<file path="src/rtl/eepw_pkg.sv">
package eepw_pkg;
   typedef enum logic [1:0] {
      OP_START = 2'd0,
      OP_WRITE = 2'd1,
      OP_STOP  = 2'd2
   } eepw_op_e;

   typedef enum logic [2:0] {
      ST_IDLE,
      ST_START,
      ST_CTRL,
      ST_PSTOP,
      ST_BODY,
      ST_ESTOP
   } eepw_state_e;
endpackage

</file>
<file path="src/rtl/eepw_frame_src.sv">
module eepw_frame_src #(
   parameter int         ADDR_W   = 16,
   parameter int         STEP_W   = 2,
   parameter logic [3:0] DEV_ID   = 4'hA,
   parameter logic [2:0] CHIP_SEL = 3'b000
) (
   input  logic [ADDR_W-1:0] addr_i,
   input  logic [7:0]        data_i,
   input  logic [STEP_W-1:0] step_i,
   output logic [7:0]        byte_o
);
   localparam int         ADDR_BYTES = ADDR_W / 8;
   localparam logic [7:0] CTRL_WR    = {DEV_ID, CHIP_SEL, 1'b0};

   logic [7:0] addr_b [ADDR_BYTES];

   // most significant address byte goes out first
   for (genvar g = 0; g < ADDR_BYTES; g++) begin : g_abyte
      assign addr_b[g] = addr_i[ADDR_W-1-8*g -: 8];
   end

   always_comb begin
      byte_o = data_i;
      if (step_i == '0) byte_o = CTRL_WR;
      for (int k = 0; k < ADDR_BYTES; k++) begin
         if (step_i == STEP_W'(k + 1)) byte_o = addr_b[k];
      end
   end
endmodule

</file>
<file path="src/rtl/eepw_poll_ctr.sv">
module eepw_poll_ctr #(
   parameter int MAX_POLL = 1000
) (
   input  logic clk,
   input  logic rst_n,
   input  logic clr_i,
   input  logic inc_i,
   output logic last_o
);
   localparam int CNT_W = $clog2(MAX_POLL + 1);

   if (MAX_POLL < 1) begin : g_bad_limit
      $error("eepw_poll_ctr: MAX_POLL must be at least 1");
   end

   logic [CNT_W-1:0] cnt_q;

   always_ff @(posedge clk) begin
      if (!rst_n)     cnt_q <= '0;
      else if (clr_i) cnt_q <= '0;
      else if (inc_i) cnt_q <= cnt_q + 1'b1;
   end

   if (MAX_POLL == 1) begin : g_single
      assign last_o = 1'b1;
   end else begin : g_multi
      assign last_o = (cnt_q == CNT_W'(MAX_POLL - 1));
   end

   p_cnt_bound_r7: assert property (@(posedge clk) disable iff (!rst_n)
      cnt_q <= CNT_W'(MAX_POLL))
      else $error("poll counter beyond limit");
endmodule

</file>
<file path="src/rtl/eepw_seq_fsm.sv">
module eepw_seq_fsm
   import eepw_pkg::*;
#(
   parameter int STEP_W    = 2,
   parameter int LAST_STEP = 3
) (
   input  logic              clk,
   input  logic              rst_n,
   input  logic              accept_i,
   output logic              idle_o,
   output logic              cmd_valid_o,
   input  logic              cmd_ready_i,
   output eepw_op_e          cmd_op_o,
   output logic [STEP_W-1:0] step_o,
   input  logic              rsp_valid_i,
   input  logic              rsp_nack_i,
   output logic              poll_clr_o,
   output logic              poll_inc_o,
   input  logic              poll_last_i,
   output logic              done_o,
   output logic              err_nack_o,
   output logic              err_timeout_o
);
   localparam logic [STEP_W-1:0] LAST_S = STEP_W'(LAST_STEP);

   eepw_state_e       state_q;
   logic              wait_q, to_q, nack_seen_q;
   logic              done_q, errn_q, errt_q;
   logic [STEP_W-1:0] step_q;
   logic              rsp_take;

   assign rsp_take      = wait_q && rsp_valid_i;
   assign idle_o        = (state_q == ST_IDLE);
   assign cmd_valid_o   = !idle_o && !wait_q;
   assign step_o        = (state_q == ST_BODY) ? step_q : '0;
   assign poll_clr_o    = accept_i;
   assign poll_inc_o    = rsp_take && (state_q == ST_CTRL) && rsp_nack_i;
   assign done_o        = done_q;
   assign err_nack_o    = errn_q;
   assign err_timeout_o = errt_q;

   always_comb begin
      unique case (state_q)
         ST_START:          cmd_op_o = OP_START;
         ST_PSTOP, ST_ESTOP: cmd_op_o = OP_STOP;
         default:           cmd_op_o = OP_WRITE;
      endcase
   end

   always_ff @(posedge clk) begin
      if (!rst_n) begin
         state_q     <= ST_IDLE;
         wait_q      <= 1'b0;
         to_q        <= 1'b0;
         nack_seen_q <= 1'b0;
         done_q      <= 1'b0;
         errn_q      <= 1'b0;
         errt_q      <= 1'b0;
         step_q      <= '0;
      end else begin
         done_q <= 1'b0;
         if (state_q == ST_IDLE) begin
            if (accept_i) begin
               state_q     <= ST_START;
               errn_q      <= 1'b0;
               errt_q      <= 1'b0;
               nack_seen_q <= 1'b0;
               to_q        <= 1'b0;
            end
         end else if (!wait_q) begin
            if (cmd_ready_i) wait_q <= 1'b1;
         end else if (rsp_valid_i) begin
            wait_q <= 1'b0;
            unique case (state_q)
               ST_START: state_q <= ST_CTRL;
               ST_CTRL: begin
                  if (rsp_nack_i) begin
                     to_q    <= poll_last_i;
                     state_q <= ST_PSTOP;
                  end else begin
                     step_q  <= STEP_W'(1);
                     state_q <= ST_BODY;
                  end
               end
               ST_PSTOP: begin
                  if (to_q) begin
                     state_q <= ST_IDLE;
                     done_q  <= 1'b1;
                     errt_q  <= 1'b1;
                     errn_q  <= 1'b0;
                  end else begin
                     state_q <= ST_START;
                  end
               end
               ST_BODY: begin
                  if (rsp_nack_i) nack_seen_q <= 1'b1;
                  if (step_q == LAST_S) state_q <= ST_ESTOP;
                  else                  step_q  <= step_q + 1'b1;
               end
               ST_ESTOP: begin
                  state_q <= ST_IDLE;
                  done_q  <= 1'b1;
                  errn_q  <= nack_seen_q;
               end
               default: state_q <= ST_IDLE;
            endcase
         end
      end
   end

   p_done_pulse_r5: assert property (@(posedge clk) disable iff (!rst_n)
      done_q |=> !done_q)
      else $error("done wider than one cycle");

   p_flags_hold_r8: assert property (@(posedge clk) disable iff (!rst_n)
      (!$stable(errn_q) || !$stable(errt_q)) |-> (done_q || $past(accept_i)))
      else $error("error flags moved outside done or accept");

   p_ctrl_after_start_r3: assert property (@(posedge clk) disable iff (!rst_n)
      (rsp_take && state_q == ST_START) |=> (cmd_op_o == OP_WRITE && step_o == '0))
      else $error("start not followed by control byte");
endmodule

</file>
<file path="src/rtl/eeprom_ackpoll_writer.sv">
module eeprom_ackpoll_writer
   import eepw_pkg::*;
#(
   parameter int         ADDR_W   = 16,
   parameter logic [3:0] DEV_ID   = 4'hA,
   parameter logic [2:0] CHIP_SEL = 3'b000,
   parameter int         MAX_POLL = 1000
) (
   input  logic              clk,
   input  logic              rst_n,
   input  logic              req_valid,
   output logic              req_ready,
   input  logic [ADDR_W-1:0] req_addr,
   input  logic [7:0]        req_data,
   output logic              done,
   output logic              err_nack,
   output logic              err_timeout,
   output logic              cmd_valid,
   input  logic              cmd_ready,
   output logic [1:0]        cmd_op,
   output logic [7:0]        cmd_byte,
   input  logic              rsp_valid,
   input  logic              rsp_nack
);
   localparam int ADDR_BYTES = ADDR_W / 8;
   localparam int LAST_STEP  = ADDR_BYTES + 1;
   localparam int STEP_W     = $clog2(LAST_STEP + 1);

   if (ADDR_W < 8 || (ADDR_W % 8) != 0) begin : g_bad_aw
      $error("eeprom_ackpoll_writer: ADDR_W must be a nonzero multiple of 8");
   end

   logic              accept, idle, poll_clr, poll_inc, poll_last;
   logic [ADDR_W-1:0] addr_q;
   logic [7:0]        data_q;
   logic [STEP_W-1:0] step;
   eepw_op_e          op;

   assign req_ready = idle;
   assign accept    = req_valid && idle;
   assign cmd_op    = op;

   always_ff @(posedge clk) begin
      if (!rst_n) begin
         addr_q <= '0;
         data_q <= '0;
      end else if (accept) begin
         addr_q <= req_addr;
         data_q <= req_data;
      end
   end

   eepw_seq_fsm #(.STEP_W(STEP_W), .LAST_STEP(LAST_STEP)) u_fsm (
      .clk(clk), .rst_n(rst_n), .accept_i(accept), .idle_o(idle),
      .cmd_valid_o(cmd_valid), .cmd_ready_i(cmd_ready), .cmd_op_o(op),
      .step_o(step), .rsp_valid_i(rsp_valid), .rsp_nack_i(rsp_nack),
      .poll_clr_o(poll_clr), .poll_inc_o(poll_inc), .poll_last_i(poll_last),
      .done_o(done), .err_nack_o(err_nack), .err_timeout_o(err_timeout)
   );

   eepw_poll_ctr #(.MAX_POLL(MAX_POLL)) u_poll (
      .clk(clk), .rst_n(rst_n), .clr_i(poll_clr), .inc_i(poll_inc),
      .last_o(poll_last)
   );

   eepw_frame_src #(.ADDR_W(ADDR_W), .STEP_W(STEP_W), .DEV_ID(DEV_ID),
                    .CHIP_SEL(CHIP_SEL)) u_frame (
      .addr_i(addr_q), .data_i(data_q), .step_i(step), .byte_o(cmd_byte)
   );

   p_ready_quiet_r2: assert property (@(posedge clk) disable iff (!rst_n)
      req_ready |-> !cmd_valid)
      else $error("command issued while idle");

   p_cmd_hold_r9: assert property (@(posedge clk) disable iff (!rst_n)
      (cmd_valid && !cmd_ready) |=> (cmd_valid && $stable(cmd_op) && $stable(cmd_byte)))
      else $error("command dropped or changed before acceptance");
endmodule

</file>
<file path="config.mk">
export PLATFORM = sky130hd
export DESIGN_NAME = eeprom_ackpoll_writer
export DESIGN_NICKNAME = d
export VERILOG_FILES = /design/src/rtl/eepw_pkg.sv /design/src/rtl/eepw_frame_src.sv /design/src/rtl/eepw_poll_ctr.sv /design/src/rtl/eepw_seq_fsm.sv /design/src/rtl/eeprom_ackpoll_writer.sv
export SDC_FILE = /design/constraint.sdc
export NUM_CORES = 1
export LEC_CHECK = 0
export ABC_AREA = 0
export BUFFER_PORTS_ARGS = -buffer_cell sky130_fd_sc_hd__buf_4
export CORE_ASPECT_RATIO = 0.5
export CORE_MARGIN = 1.5
export CORE_UTILIZATION = 49
export DETAILED_ROUTE_END_ITERATION = 12
export PLACE_DENSITY = 0.75
export SYNTH_ARGS = -nofsm -noshare
export SYNTH_HDL_FRONTEND = slang
export SYNTH_SLANG_ARGS = --single-unit
</file>
<file path="constraint.sdc">
create_clock -name clk -period 1.6 [get_ports clk]
set_input_delay 0.32 -clock clk [delete_from_list [all_inputs] [get_ports clk]]
set_output_delay 0.32 -clock clk [all_outputs]
set_load 0.005 [all_outputs]
</file>
Yosys cells after proc, flatten, opt, wreduce, memory -nomap -nowiden:

Index checks and enable logic that the tools add are counted.
Widths: inputs -> output; s select.

* RAM bits: 0
* memory bits (read-only): 0
* logic and storage cells: 100
* output and inout port bits: 15
* bits in latches: 0
* input bits: 30
* bits in registers: 45
* memories kept: 0

* magnitude comparators: 0
* mux-type cells: 42
* eq/ne operators: 14
* add/sub/neg operators: 2
* bitwise gates (word level): 4
* divide/modulo/power cells: 0
* shifts and indexed selects: 0
* reduce and logical (&&, ||, !) cells: 27
* $mul: 0

Operators with widths (count)
* $mux 1: 25
* $mux 8: 3
* $reduce_and 5->1: 4
* $mux 3: 6
* $reduce_bool 2->1: 8
* $pmux 3 s4: 1
* $add 10x1->10 const B: 1
* $eq 10x10->1 const B: 1
* $pmux 2 s2: 2
* $eq 3x2->1 const B: 2
* $eq 3x3->1 const B: 2
* $mux 2: 3
* $ne 2x2->1 const B: 3
* $reduce_and 6->1: 1
* $logic_and 1x1->1: 5
* $eq 2x2->1 const B: 2
* $not 1->1: 4
* $pmux 1 s2: 2
* $reduce_and 4->1: 1
* $reduce_or 2->1: 2
* $reduce_or 4->1: 1
* $eq 3x1->1 const B: 1
* $logic_not 3->1: 1
* $ne 3x2->1 const B: 1
* 6 further kinds: 7

Depth between registers and ports, before layout:

* depth after elaboration: 6
* mapped depth: 6
* gate-level depth less buffers: 4

Hierarchy:

From an unflattened synthesis, not the netlist that was laid out.

* cells, all modules: 265
* area total of the unflattened synthesis: 2309.7 µm²

Modules (own cells, without submodules)
* eeprom_ackpoll_writer: sequential area each 480.5 µm², area each 1008.5 µm², times used 1, cells an instance 111
* eepw_seq_fsm: sequential area each 220.2 µm², area each 643.1 µm², times used 1, cells an instance 83
* eepw_poll_ctr: sequential area each 200.2 µm², area each 466.7 µm², times used 1, cells an instance 51
* eepw_frame_src: sequential area each 0.0 µm², area each 191.4 µm², times used 1, cells an instance 20

Worst setup path before layout:

No wires, ideal clock.

* kind: register to output
* start point: register u_fsm.step_q[0]
* end point: output port cmd_byte[0]
* path slack: 0.009 ns
* cell stages (with the launch flop): 5
* data required time: 1.280 ns
* data arrival time: 1.271 ns
* buffers on the path: 1
* cells stage by stage: dfxtp_1 > buf_1 > nor2b_1 > a22oi_1 > nor2_1

* cells in the longest elaborated chain, start to end: 5
* elaborated cells on any way between the ends: 7
* those cells by class: eq/ne (2); mux (4); reduce/logical (1)

RTL lines
* start, declared: line eepw_seq_fsm.sv:29 `logic [STEP_W-1:0] step_q;`
* start signal, assigned: line eepw_seq_fsm.sv:98 `else step_q <= step_q + 1'b1;`
* $mux 2 (*): line eepw_seq_fsm.sv:35 `assign step_o = (state_q == ST_BODY) ? step_q : '0;`
* $logic_not 2->1: line eepw_frame_src.sv:24 `if (step_i == '0) byte_o = CTRL_WR;`
* $mux 8: line eepw_frame_src.sv:24
* $mux 8: line eepw_frame_src.sv:26 `if (step_i == STEP_W'(k + 1)) byte_o = addr_b[k];`
* $mux 8 (*): line eepw_frame_src.sv:26
* end, declared: line eeprom_ackpoll_writer.sv:21 `output logic [7:0] cmd_byte,`

Every way passes the cells marked *; elsewhere a longest branch is shown, timed or not.

Worst setup path in the final report:

* start point: register u_fsm.step_q[0]
* end point: output port cmd_byte[2]

Same word-level chain as after synthesis.

==> reports/results.ini <==
[cts]
htreeDepth = 2
cts_max_path_buffers = 2
clkSinkCount = 45
cts_root_buffer = clkbuf_8
clk_pin_slew_ns = 0.09
insertion_delay_ns = 0.31
numCtsBuffers = 5
cts_tree = built

[power_and_ir_drop]
vdd_drop_max_v = 0.000509
p_leak_nw = 1.08
p_per_area_nw_per_um2 = 776

[synthesis]
ys_ff_latch = 45
synth_cell_types = 45
ys.flop_type = dfxtp_1
syn_area_per_cell_um2 = 8.01
synth-async-reset-ratio = 0
mappedNetlistArea_um2 = 2200
ys_seq_area_frac = 0.409
synthesis.nets = 307
synth-warning-count = 0
synth_cells = 275
synth_edf_count = 0

[timing]
worst_pin_slew_ns = 0.487
hold_viol = 0
period_needed_ns = 1.79
finalHoldWorstSlack_ns = 0.248
rsz0062_at_grt = true
slew_headroom = 0.672
setup_ws_ns = -0.186
fmax_mhz = 560
slew_viol_final = 0
fin_skew_ns = 0.00325
finalSetupViolCount = 10
fin_crit_sh = 1.12

[detailed_routing]
wirelength_um = 5750
drc = 0
dr.pass1.iters = 4
ant_nets = 0
num_vias = 2156
wl_per_cell_um = 15.0
vias_per_cell = 5.61
drt_iter0_markers = 77

[grt]
grt_pass1_vias = 2051
grt_first_pass_wirelength_um = 9180
grt_antenna_before_repair = 0
grt_overflow = 0
track_usage = 0.235
grt_max_degree = 34

[setup_path]
crit_fanout = 10
crit_start = u_fsm.step_q[0]$_SDFFE_PN0P_
end_kind = output pin
reg2reg_from = u_fsm.state_q[2]$_SDFFE_PN0P_
r2r_end = u_poll.cnt_q[9]$_SDFFE_PP0P_
reg2reg_depth = 5
r2r_setup_slack_ns = 0.05
cp.required_ns = 1.28
critPathArrivalTime_ns = 1.47
crit_end = cmd_byte[2]
worst_setup_path_start_kind = register
critPathKind = reg -> out

[place]
dp_hpwl_um = 3940
placed_cells = 373
gp_congestion = 0.879
io_buffers = 44

[final_layout]
antennaDiodeCount = 0
finalNonFillerCells = 384
layout_common_cells = 59 x buf_4, 56 x nand2_1, 39 x dfxtp_1
fin_nets = 361
area.growth.synth_to_final_pct = 35.8
layout_commonest_cell = buf_4
drive_above_1_share = 0.336

[status]
violations = setup timing
status = finished, violations left

[die]
die_area_um2 = 4930
initial_core_util = 0.537
io_pins = 45
core_um2 = 4100
rows = 16
dieWidth_um = 97.8
die_h_um = 50.4

[min_path]
hp-class = in -> reg

[flow_run]
drv_cap = 0

-- repair_timing --
item | in CTS | in global routing
hold buffers | 0 | 0
pin swaps | 1 | 6
buffers inserted | 1 | 2
gates resized for setup | 18 | 24
cloned | 0 | 0
setup endpoints to repair | 14 | 22
-- sequential cells by signal (all words and copies together) (netlist names) --
register,count
u_fsm.wait_q,1
u_fsm.state_q,3
u_fsm.nack_seen_q,1
u_fsm.err_nack_o,1
u_fsm.done_o,1
u_poll.cnt_q,10
addr_q,16
u_fsm.to_q,1
data_q,8
u_fsm.step_q,2
u_fsm.err_timeout_o,1
-- Yosys cell counts, types with 2 or more instances --
cell | count | area, µm²
nand2_1 | 57 | 214
mux2i_1 | 9 | 90.1
nor3_1 | 5 | 25.0
nor3b_1 | 2 | 15.0
a22oi_1 | 6 | 45.0
or4_1 | 4 | 30.0
nor4_1 | 4 | 25.0
clkbuf_1 | 13 | 48.8
buf_1 | 2 | 7.51
or3b_1 | 2 | 17.5
nand4_1 | 3 | 18.8
o21ai_0 | 3 | 15.0
a211oi_1 | 2 | 15.0
nor2b_1 | 2 | 12.5
nand4b_1 | 3 | 26.3
a21oi_1 | 35 | 175
nand2b_1 | 5 | 31.3
nand3_1 | 15 | 75.1
o31ai_1 | 2 | 15.0
inv_2 | 2 | 7.51
o2bb2ai_1 | 2 | 17.5
o21ai_1 | 2 | 10.0
inv_1 | 4 | 15.0
or3_1 | 9 | 56.3
buf_2 | 5 | 25.0
ha_1 | 2 | 25.0
mux2_2 | 6 | 67.6
dfxtp_1 | 45 | 901
nor2_1 | 8 | 30.0
-- area by class of cell --
cell class | instances | area [µm²]
clock inverters | 2 | 17.5
well taps | 54 | 67.6
flip-flops and latches | 45 | 916
repair buffers | 68 | 562
clock buffers | 6 | 82.6
multi-input cells | 203 | 1330
inverters | 6 | 22.5
fillers | 348 | 1110
-- critical path, cell delays in order (launching register included) --
cell and delay [ns]:
dfxtp_2 0.35, buf_12 0.13, mux2_2 0.36, a22oi_2 0.12, nor2_1 0.06, buf_4 0.13
-- logic make-up after synthesis --
logic type      share of synthesized area
flops                               0.409
simple gates                        0.285
buf+inv                            0.0522
compound gates                      0.171
fa+ha+maj                          0.0114
mux                                0.0715
-- where the power goes --
group	switching [mW]	internal, mW
Clock	0.433	0.359
Sequential	0.0371	1.16
Combinational	0.168	0.163
Total	0.638	1.68
-- metrics by stage --
step / instance area, µm² / power, mW / setup WS [ns] / TNS, ns / util
after floorplan: 2200 / 1.38 / 0.00916 / 0 / -
after global placement: 2700 / 1.52 / 0.0199 / 0 / 0.657
after detailed placement: 2700 / 1.52 / -0.0241 / -0.0578 / 0.657
after CTS: 2860 / 2.31 / -0.194 / -1.42 / 0.698
after global routing: 2990 / 2.41 / -0.249 / -2.17 / 0.729
final: 2990 / 2.32 / -0.186 / -1.37 / 0.729
-- worst min-delay path by stage --
stage	startpoint	end	slack, ns	depth (start not counted)
2_1_floorplan	u_fsm.nack_seen_q$_SDFFE_PN0P_	u_fsm.nack_seen_q$_SDFFE_PN0P_	0.43	2
3_3_place_gp	addr_q[1]$_SDFFE_PN0P_	addr_q[1]$_SDFFE_PN0P_	0.44	2
3_5_place_dp	data_q[1]$_SDFFE_PN0P_	data_q[1]$_SDFFE_PN0P_	0.44	2
4_1_cts	req_data[5]	data_q[5]$_SDFFE_PN0P_	0.24	3
5_1_grt	req_addr[11]	addr_q[11]$_SDFFE_PN0P_	0.25	3
6_report	req_data[5]	data_q[5]$_SDFFE_PN0P_	0.25	3
-- layer usage --
metal	wire, µm	track usage
met2	2680	0.399
met3	269	0.0585
met1	2730	0.296
met4	69	0.0810
met5	0	0
(Power assumes the default switching activity.)
